File: config.mk
export PLATFORM = sky130hd
export DESIGN_NAME = bpv_rate_monitor
export DESIGN_NICKNAME = d
export VERILOG_FILES = /design/src/rtl/bpv_pkg.sv /design/src/rtl/bpv_hold_timer.sv /design/src/rtl/bpv_main_div.sv /design/src/rtl/bpv_aux_div.sv /design/src/rtl/bpv_rate_monitor.sv
export SDC_FILE = /design/constraint.sdc
export NUM_CORES = 1
export LEC_CHECK = 0
export BUFFER_PORTS_ARGS = -buffer_cell sky130_fd_sc_hd__buf_2
export CORE_ASPECT_RATIO = 1.1
export CORE_MARGIN = 1.5
export CORE_UTILIZATION = 54
export CTS_CLUSTER_SIZE = 12
export DETAILED_ROUTE_END_ITERATION = 12
export HOLD_SLACK_MARGIN = 0.05
export PLACE_DENSITY = 0.74
export SLEW_MARGIN = 20
export SYNTH_ARGS = -nofsm -noshare
export SYNTH_HDL_FRONTEND = slang
export SYNTH_HIERARCHICAL = 1
export SYNTH_SLANG_ARGS = --single-unit
File: constraint.sdc
create_clock -name clk -period 2.4 [get_ports clk]
set_input_delay 0.48 -clock clk [delete_from_list [all_inputs] [get_ports clk]]
set_output_delay 0.48 -clock clk [all_outputs]
set_load 0.05 [all_outputs]
File: src/rtl/bpv_pkg.sv
package bpv_pkg;

   // True when v is a positive power of two.
   function automatic bit is_pow2(input int unsigned v);
      return (v != 0) && ((v & (v - 1)) == 0);
   endfunction

   // Width needed to hold values 0..v inclusive.
   function automatic int unsigned span_width(input int unsigned v);
      return (v < 2) ? 1 : $clog2(v + 1);
   endfunction

endpackage

File: src/rtl/bpv_hold_timer.sv
module bpv_hold_timer
   import bpv_pkg::*;
#(
   parameter int unsigned HOLD_TICKS = 96
) (
   input  logic clk,
   input  logic rst_n,
   input  logic tick,
   input  logic restart,
   output logic window_done
);
   localparam int unsigned HCW = span_width(HOLD_TICKS);
   localparam logic [HCW-1:0] HOLD_MAX  = HCW'(HOLD_TICKS);
   localparam logic [HCW-1:0] HOLD_LAST = HCW'(HOLD_TICKS - 1);

   logic [HCW-1:0] tick_cnt;

   generate
      if (HOLD_TICKS < 1) begin : g_bad_hold
         $error("HOLD_TICKS must be at least 1");
      end
   endgenerate

   always_ff @(posedge clk or negedge rst_n) begin
      if (!rst_n) begin
         tick_cnt <= '0;
      end else if (restart) begin
         tick_cnt <= '0;
      end else if (tick && (tick_cnt != HOLD_MAX)) begin
         tick_cnt <= tick_cnt + 1'b1;
      end
   end

   // The window closes on the edge that samples the last required tick.
   always_comb begin
      window_done = (tick_cnt == HOLD_MAX) || (tick && (tick_cnt == HOLD_LAST));
   end

   assert_tick_saturates_R3: assert property (@(posedge clk) disable iff (!rst_n)
      tick_cnt <= HOLD_MAX);

   assert_restart_needs_window_R3: assert property (@(posedge clk) disable iff (!rst_n)
      restart |-> window_done);

   assert_restart_clears_R6: assert property (@(posedge clk) disable iff (!rst_n)
      restart |=> (tick_cnt == '0));

endmodule

File: src/rtl/bpv_main_div.sv
module bpv_main_div
   import bpv_pkg::*;
#(
   parameter int unsigned MAIN_DIV = 256
) (
   input  logic clk,
   input  logic rst_n,
   input  logic viol,
   input  logic release_ok,
   output logic fire,
   output logic main_bit
);
   localparam int unsigned MCW = span_width(MAIN_DIV);
   localparam logic [MCW-1:0] CNT_FULL = MCW'(MAIN_DIV);
   localparam logic [MCW-1:0] CNT_LAST = MCW'(MAIN_DIV - 1);

   logic [MCW-1:0] acc_cnt;
   logic           held_full;
   logic           reach;

   generate
      if (MAIN_DIV < 2) begin : g_bad_main
         $error("MAIN_DIV must be at least 2");
      end
   endgenerate

   always_comb begin
      held_full = (acc_cnt == CNT_FULL);
      reach     = held_full || (viol && (acc_cnt == CNT_LAST));
      fire      = reach && release_ok;
   end

   always_ff @(posedge clk or negedge rst_n) begin
      if (!rst_n) begin
         acc_cnt  <= '0;
         main_bit <= 1'b0;
      end else if (fire) begin
         acc_cnt  <= '0;
         main_bit <= ~main_bit;
      end else if (viol && !held_full) begin
         acc_cnt  <= acc_cnt + 1'b1;
      end
   end

   assert_count_bounded_R5: assert property (@(posedge clk) disable iff (!rst_n)
      acc_cnt <= CNT_FULL);

   assert_held_discards_R5: assert property (@(posedge clk) disable iff (!rst_n)
      (held_full && !release_ok) |=> (acc_cnt == CNT_FULL));

   assert_fire_restarts_R6: assert property (@(posedge clk) disable iff (!rst_n)
      fire |=> (acc_cnt == '0));

endmodule

File: src/rtl/bpv_aux_div.sv
module bpv_aux_div
   import bpv_pkg::*;
#(
   parameter int unsigned AUX_HI_DIV = 128,
   parameter int unsigned AUX_LO_DIV = 64,
   parameter bit          SHARED_CNT = 1'b1
) (
   input  logic clk,
   input  logic rst_n,
   input  logic viol,
   output logic aux_hi,
   output logic aux_lo
);
   localparam int unsigned HW = $clog2(AUX_HI_DIV);
   localparam int unsigned LW = $clog2(AUX_LO_DIV);

   logic hi_wrap;
   logic lo_wrap;

   generate
      if (!is_pow2(AUX_HI_DIV) || !is_pow2(AUX_LO_DIV) || AUX_LO_DIV < 2
          || AUX_LO_DIV > AUX_HI_DIV) begin : g_bad_aux
         $error("aux dividers must be powers of two with 2 <= LO <= HI");
      end

      if (SHARED_CNT) begin : g_shared
         // One free counter; the low divider watches its low bits.
         logic [HW-1:0] free_cnt;
         always_ff @(posedge clk or negedge rst_n) begin
            if (!rst_n) begin
               free_cnt <= '0;
            end else if (viol) begin
               free_cnt <= free_cnt + 1'b1;
            end
         end
         always_comb begin
            hi_wrap = viol && (&free_cnt);
            lo_wrap = viol && (&free_cnt[LW-1:0]);
         end
      end else begin : g_split
         // Two independent free counters.
         logic [HW-1:0] hi_cnt;
         logic [LW-1:0] lo_cnt;
         always_ff @(posedge clk or negedge rst_n) begin
            if (!rst_n) begin
               hi_cnt <= '0;
               lo_cnt <= '0;
            end else if (viol) begin
               hi_cnt <= hi_cnt + 1'b1;
               lo_cnt <= lo_cnt + 1'b1;
            end
         end
         always_comb begin
            hi_wrap = viol && (&hi_cnt);
            lo_wrap = viol && (&lo_cnt);
         end
      end
   endgenerate

   always_ff @(posedge clk or negedge rst_n) begin
      if (!rst_n) begin
         aux_hi <= 1'b0;
         aux_lo <= 1'b0;
      end else begin
         if (hi_wrap) aux_hi <= ~aux_hi;
         if (lo_wrap) aux_lo <= ~aux_lo;
      end
   end

   assert_aux_quiet_R9: assert property (@(posedge clk) disable iff (!rst_n)
      !viol |=> ($stable(aux_hi) && $stable(aux_lo)));

   assert_hi_with_lo_R8: assert property (@(posedge clk) disable iff (!rst_n)
      (aux_hi != $past(aux_hi)) |-> (aux_lo != $past(aux_lo)));

endmodule

File: src/rtl/bpv_rate_monitor.sv
module bpv_rate_monitor
   import bpv_pkg::*;
#(
   parameter int unsigned MAIN_DIV   = 256,
   parameter int unsigned HOLD_TICKS = 96,
   parameter int unsigned AUX_HI_DIV = 128,
   parameter int unsigned AUX_LO_DIV = 64,
   parameter bit          SHARED_CNT = 1'b1
) (
   input  logic clk,
   input  logic rst_n,
   input  logic viol_pulse,
   input  logic ms_tick,
   output logic bpv_main,
   output logic bpv_aux_hi,
   output logic bpv_aux_lo
);
   logic window_done;
   logic main_fire;

   bpv_hold_timer #(
      .HOLD_TICKS (HOLD_TICKS)
   ) u_hold (
      .clk         (clk),
      .rst_n       (rst_n),
      .tick        (ms_tick),
      .restart     (main_fire),
      .window_done (window_done)
   );

   bpv_main_div #(
      .MAIN_DIV (MAIN_DIV)
   ) u_main (
      .clk        (clk),
      .rst_n      (rst_n),
      .viol       (viol_pulse),
      .release_ok (window_done),
      .fire       (main_fire),
      .main_bit   (bpv_main)
   );

   bpv_aux_div #(
      .AUX_HI_DIV (AUX_HI_DIV),
      .AUX_LO_DIV (AUX_LO_DIV),
      .SHARED_CNT (SHARED_CNT)
   ) u_aux (
      .clk    (clk),
      .rst_n  (rst_n),
      .viol   (viol_pulse),
      .aux_hi (bpv_aux_hi),
      .aux_lo (bpv_aux_lo)
   );

   assert_main_only_after_window_R3: assert property (@(posedge clk) disable iff (!rst_n)
      (bpv_main != $past(bpv_main)) |-> $past(window_done));

   assert_main_needs_event_R2: assert property (@(posedge clk) disable iff (!rst_n)
      (bpv_main != $past(bpv_main)) |-> ($past(viol_pulse) || $past(ms_tick)));

endmodule

==> impl_metrics.py <==
metrics = {
    "grt": {
        "gr-total-overflow": 0,
        "antenna_found_initial": 0,
        "grt_pass1_vias": 1101,
        "grt_max_degree": 27,
        "grt_pass1_wl_um": 4750,
        "grt_use_total_pct": 20.3,
    },
    "finish": {
        "antenna_cells": 0,
        "layout-drive-gt1-share_pct": 26.9,
        "final_nets": 171,
        "post-route-util_pct": 67.0,
        "regArea_um2": 651,
        "multi_input_area_um2": 791,
        "area_growth_pct": 16.6,
        "layout_common_cells": "dfrtp_1, buf_4, nand2_1, xor2_1, nor2_1",
        "finalInstanceArea_um2": 1710,
        "final_common_cell": "dfrtp_1",
        "fin_cells": 191,
        "n_fill_cell": 186,
    },
    "pwr": {
        "fin_total_pwr_mw": 1.66,
        "p_per_area_nw_per_um2": 974,
        "peakVddDrop_uv": 653,
        "p_leak_nw": 0.776,
    },
    "placed_design": {
        "post-place-ws_ns": 0.0275,
        "place.gp.congestion": 0.875,
        "dp.cells": 179,
        "io_buffers": 6,
        "dpl.hpwl_um": 1940,
        "place_area_um2": 1580,
    },
    "synthesis": {
        "yosysUniqueCellTypes": 37,
        "yosys.area.top_type_share_pct": 44.5,
        "ys.warnings.count": 6,
        "synth.net_count": 149,
        "yosys-top-cells-area": "dfrtp_1, xor2_1, ha_1",
        "synth_top_flop_cell": "dfrtp_1",
        "synth_edf_count": 0,
        "synthesis.area_um2": 1460,
        "synthCells": 139,
        "avgSynthCellArea_um2": 10.5,
        "ys_ff_latch": 26,
        "seq_area_frac_synth_pct": 44.5,
        "postSynth.asyncResetShare_pct": 100,
        "yosys.area.top_type": "dfrtp_1",
    },
    "worst_setup_path": {
        "cp_slowest_cell": "or4_1",
        "slowest_delay_ns": 0.51,
        "cp_num_buf_inv": 0,
        "cp-end-kind": "register",
        "cp_max_fo": 3,
        "crit_type": "register to register",
        "cp_cell_sequence": "ha_1, nand3_1, o41ai_4, a21boi_4, nor2_1, and3b_1, or4_1",
        "critical_path.top_delay_family": "simple AND/OR/NAND/NOR gates",
        "cp.required_ns": 2.61,
        "critPathLaunchType": "register",
        "cp.arrival_ns": 2.50,
    },
    "sta": {
        "fin_setup_tns_ns": 0,
        "final_max_slew_viol_count": 0,
        "setup_violations": 0,
        "fin_crit_ns": 2.29,
        "slew-limit-headroom_pct": 61.5,
        "fin_skew_ns": 0.00163,
        "hold_ws_ns": 0.134,
        "min_period_over_period_pct": 95.5,
        "tightest_slew_ns": 0.577,
        "hold_violations": 0,
        "fin_ws_ns": 0.108,
        "max_freq_ghz": 0.436,
    },
    "floorplan": {
        "rows": 19,
        "fp.dieW_um": 52.6,
        "die_h_um": 57.6,
        "io_pins": 7,
        "dieArea_um2": 3030,
        "core_um2": 2540,
        "start_util_pct": 57.5,
    },
    "clocking": {
        "clockBufferDepth": 2,
        "clock_latency_ns": 0.31,
        "tritoncts": "done",
        "numClockSinks": 26,
        "numCtsBuffers": 3,
        "h-tree-depth": 1,
        "root_buffer": "clkbuf_4",
        "ctsHoldBuffers": 0,
        "cts.clk_slew.worst_paths_ns": 0.15,
    },
    "drt": {
        "drc_errors": 0,
        "viasPerCell": 5.73,
        "vias": 1095,
        "drt_first_pass_iters": 4,
        "wl_um": 2710,
        "wl_per_cell_um": 14.2,
        "ant_nets": 0,
        "drt-initial-drc-count": 33,
    },
    "flow_run": {
        "max_cap_viol_count": 0,
    },
    "status": {
        "status": "finished clean",
    },
    "min_path": {
        "hold_class": "input port to asynchronous set/reset pin",
    },
}
## layout make-up
class,instances,area share (%)
inverters,8,1.76
clock buffers,3,1.32
well taps,31,2.27
flip-flops and latches,26,38.2
repair buffers,21,8.36
clock inverters,1,1.76
multi-input cells,101,46.4
## flip-flops by register name, summed over array words and instances (netlist names)
register,flops
u_main/acc_cnt,9
u_aux/g_shared.free_cnt,7
u_hold/tick_cnt,7
u_aux/aux_hi,1
u_aux/aux_lo,1
u_main/main_bit,1
## synthesized netlist by cell type, types with 2 or more instances
cell type  count
a21oi_1        6
a22o_1         3
clkbuf_1       2
dfrtp_1       26
ha_1           6
inv_1          8
mux2_2         3
nand2_1       14
nand3_1        7
nand3_2        2
nand4_1        5
nand4b_1       2
nor2_1         9
nor3_1         3
nor4b_4        3
o21ai_0        4
or3_1          3
xnor2_1        5
xor2_1        10
## metal layers
layer / wire length [um] / vias up / global-route usage, %
met5: 0 / - / 0
met4: 32 / 0 / 5.49
met3: 47 / 4 / 2.62
met2: 1430 / 7 / 36.6
met1: 1210 / 543 / 25.1
li1: - / 541 / -
## timing repair
item                                    4_1_cts  5_1_grt
pin swaps                                     0        4
resized for setup                             1        2
cloned                                        0        0
endpoints found under the setup margin        1        2
buffers inserted                              0        8
## worst reg2reg max path, cell delays in order, from the launching register on
cell and delay [ns]:
dfrtp_1 0.40, ha_1 0.21, nand3_1 0.18, o41ai_4 0.41
a21boi_4 0.25, nor2_1 0.07, and3b_1 0.15, or4_1 0.51
## power by group
group          switching [mW]  internal, mW
clock network           0.134         0.169
registers               0.191         0.594
logic                   0.295         0.278
total                   0.620          1.04
## cells by family after synthesis
kind of cell	Yosys count	share of synthesized area, %
buf+inv	12	3.42
simple gates	56	24.4
fa+ha+maj	6	5.13
compound gates	20	10.6
mux	4	2.99
flops	26	44.5
xor+xnor	15	8.98
## worst paths after layout
kind                                    startpoint                 end  slack, ns  cells past startpoint
worst min-delay path                         rst_n   u_main/acc_cnt[7]       0.13                      1
worst min register to register     u_main/main_bit     u_main/main_bit       0.47                      1
worst max register to register  u_hold/tick_cnt[1]  u_hold/tick_cnt[0]       0.11                      7
min in group clk                   u_main/main_bit     u_main/main_bit       0.47                      1
max in group asynchronous                    rst_n   u_main/acc_cnt[2]       1.89                      1
worst max-delay path            u_hold/tick_cnt[1]  u_hold/tick_cnt[0]       0.11                      7
No activity file was read; power rests on OpenSTA's default activity.
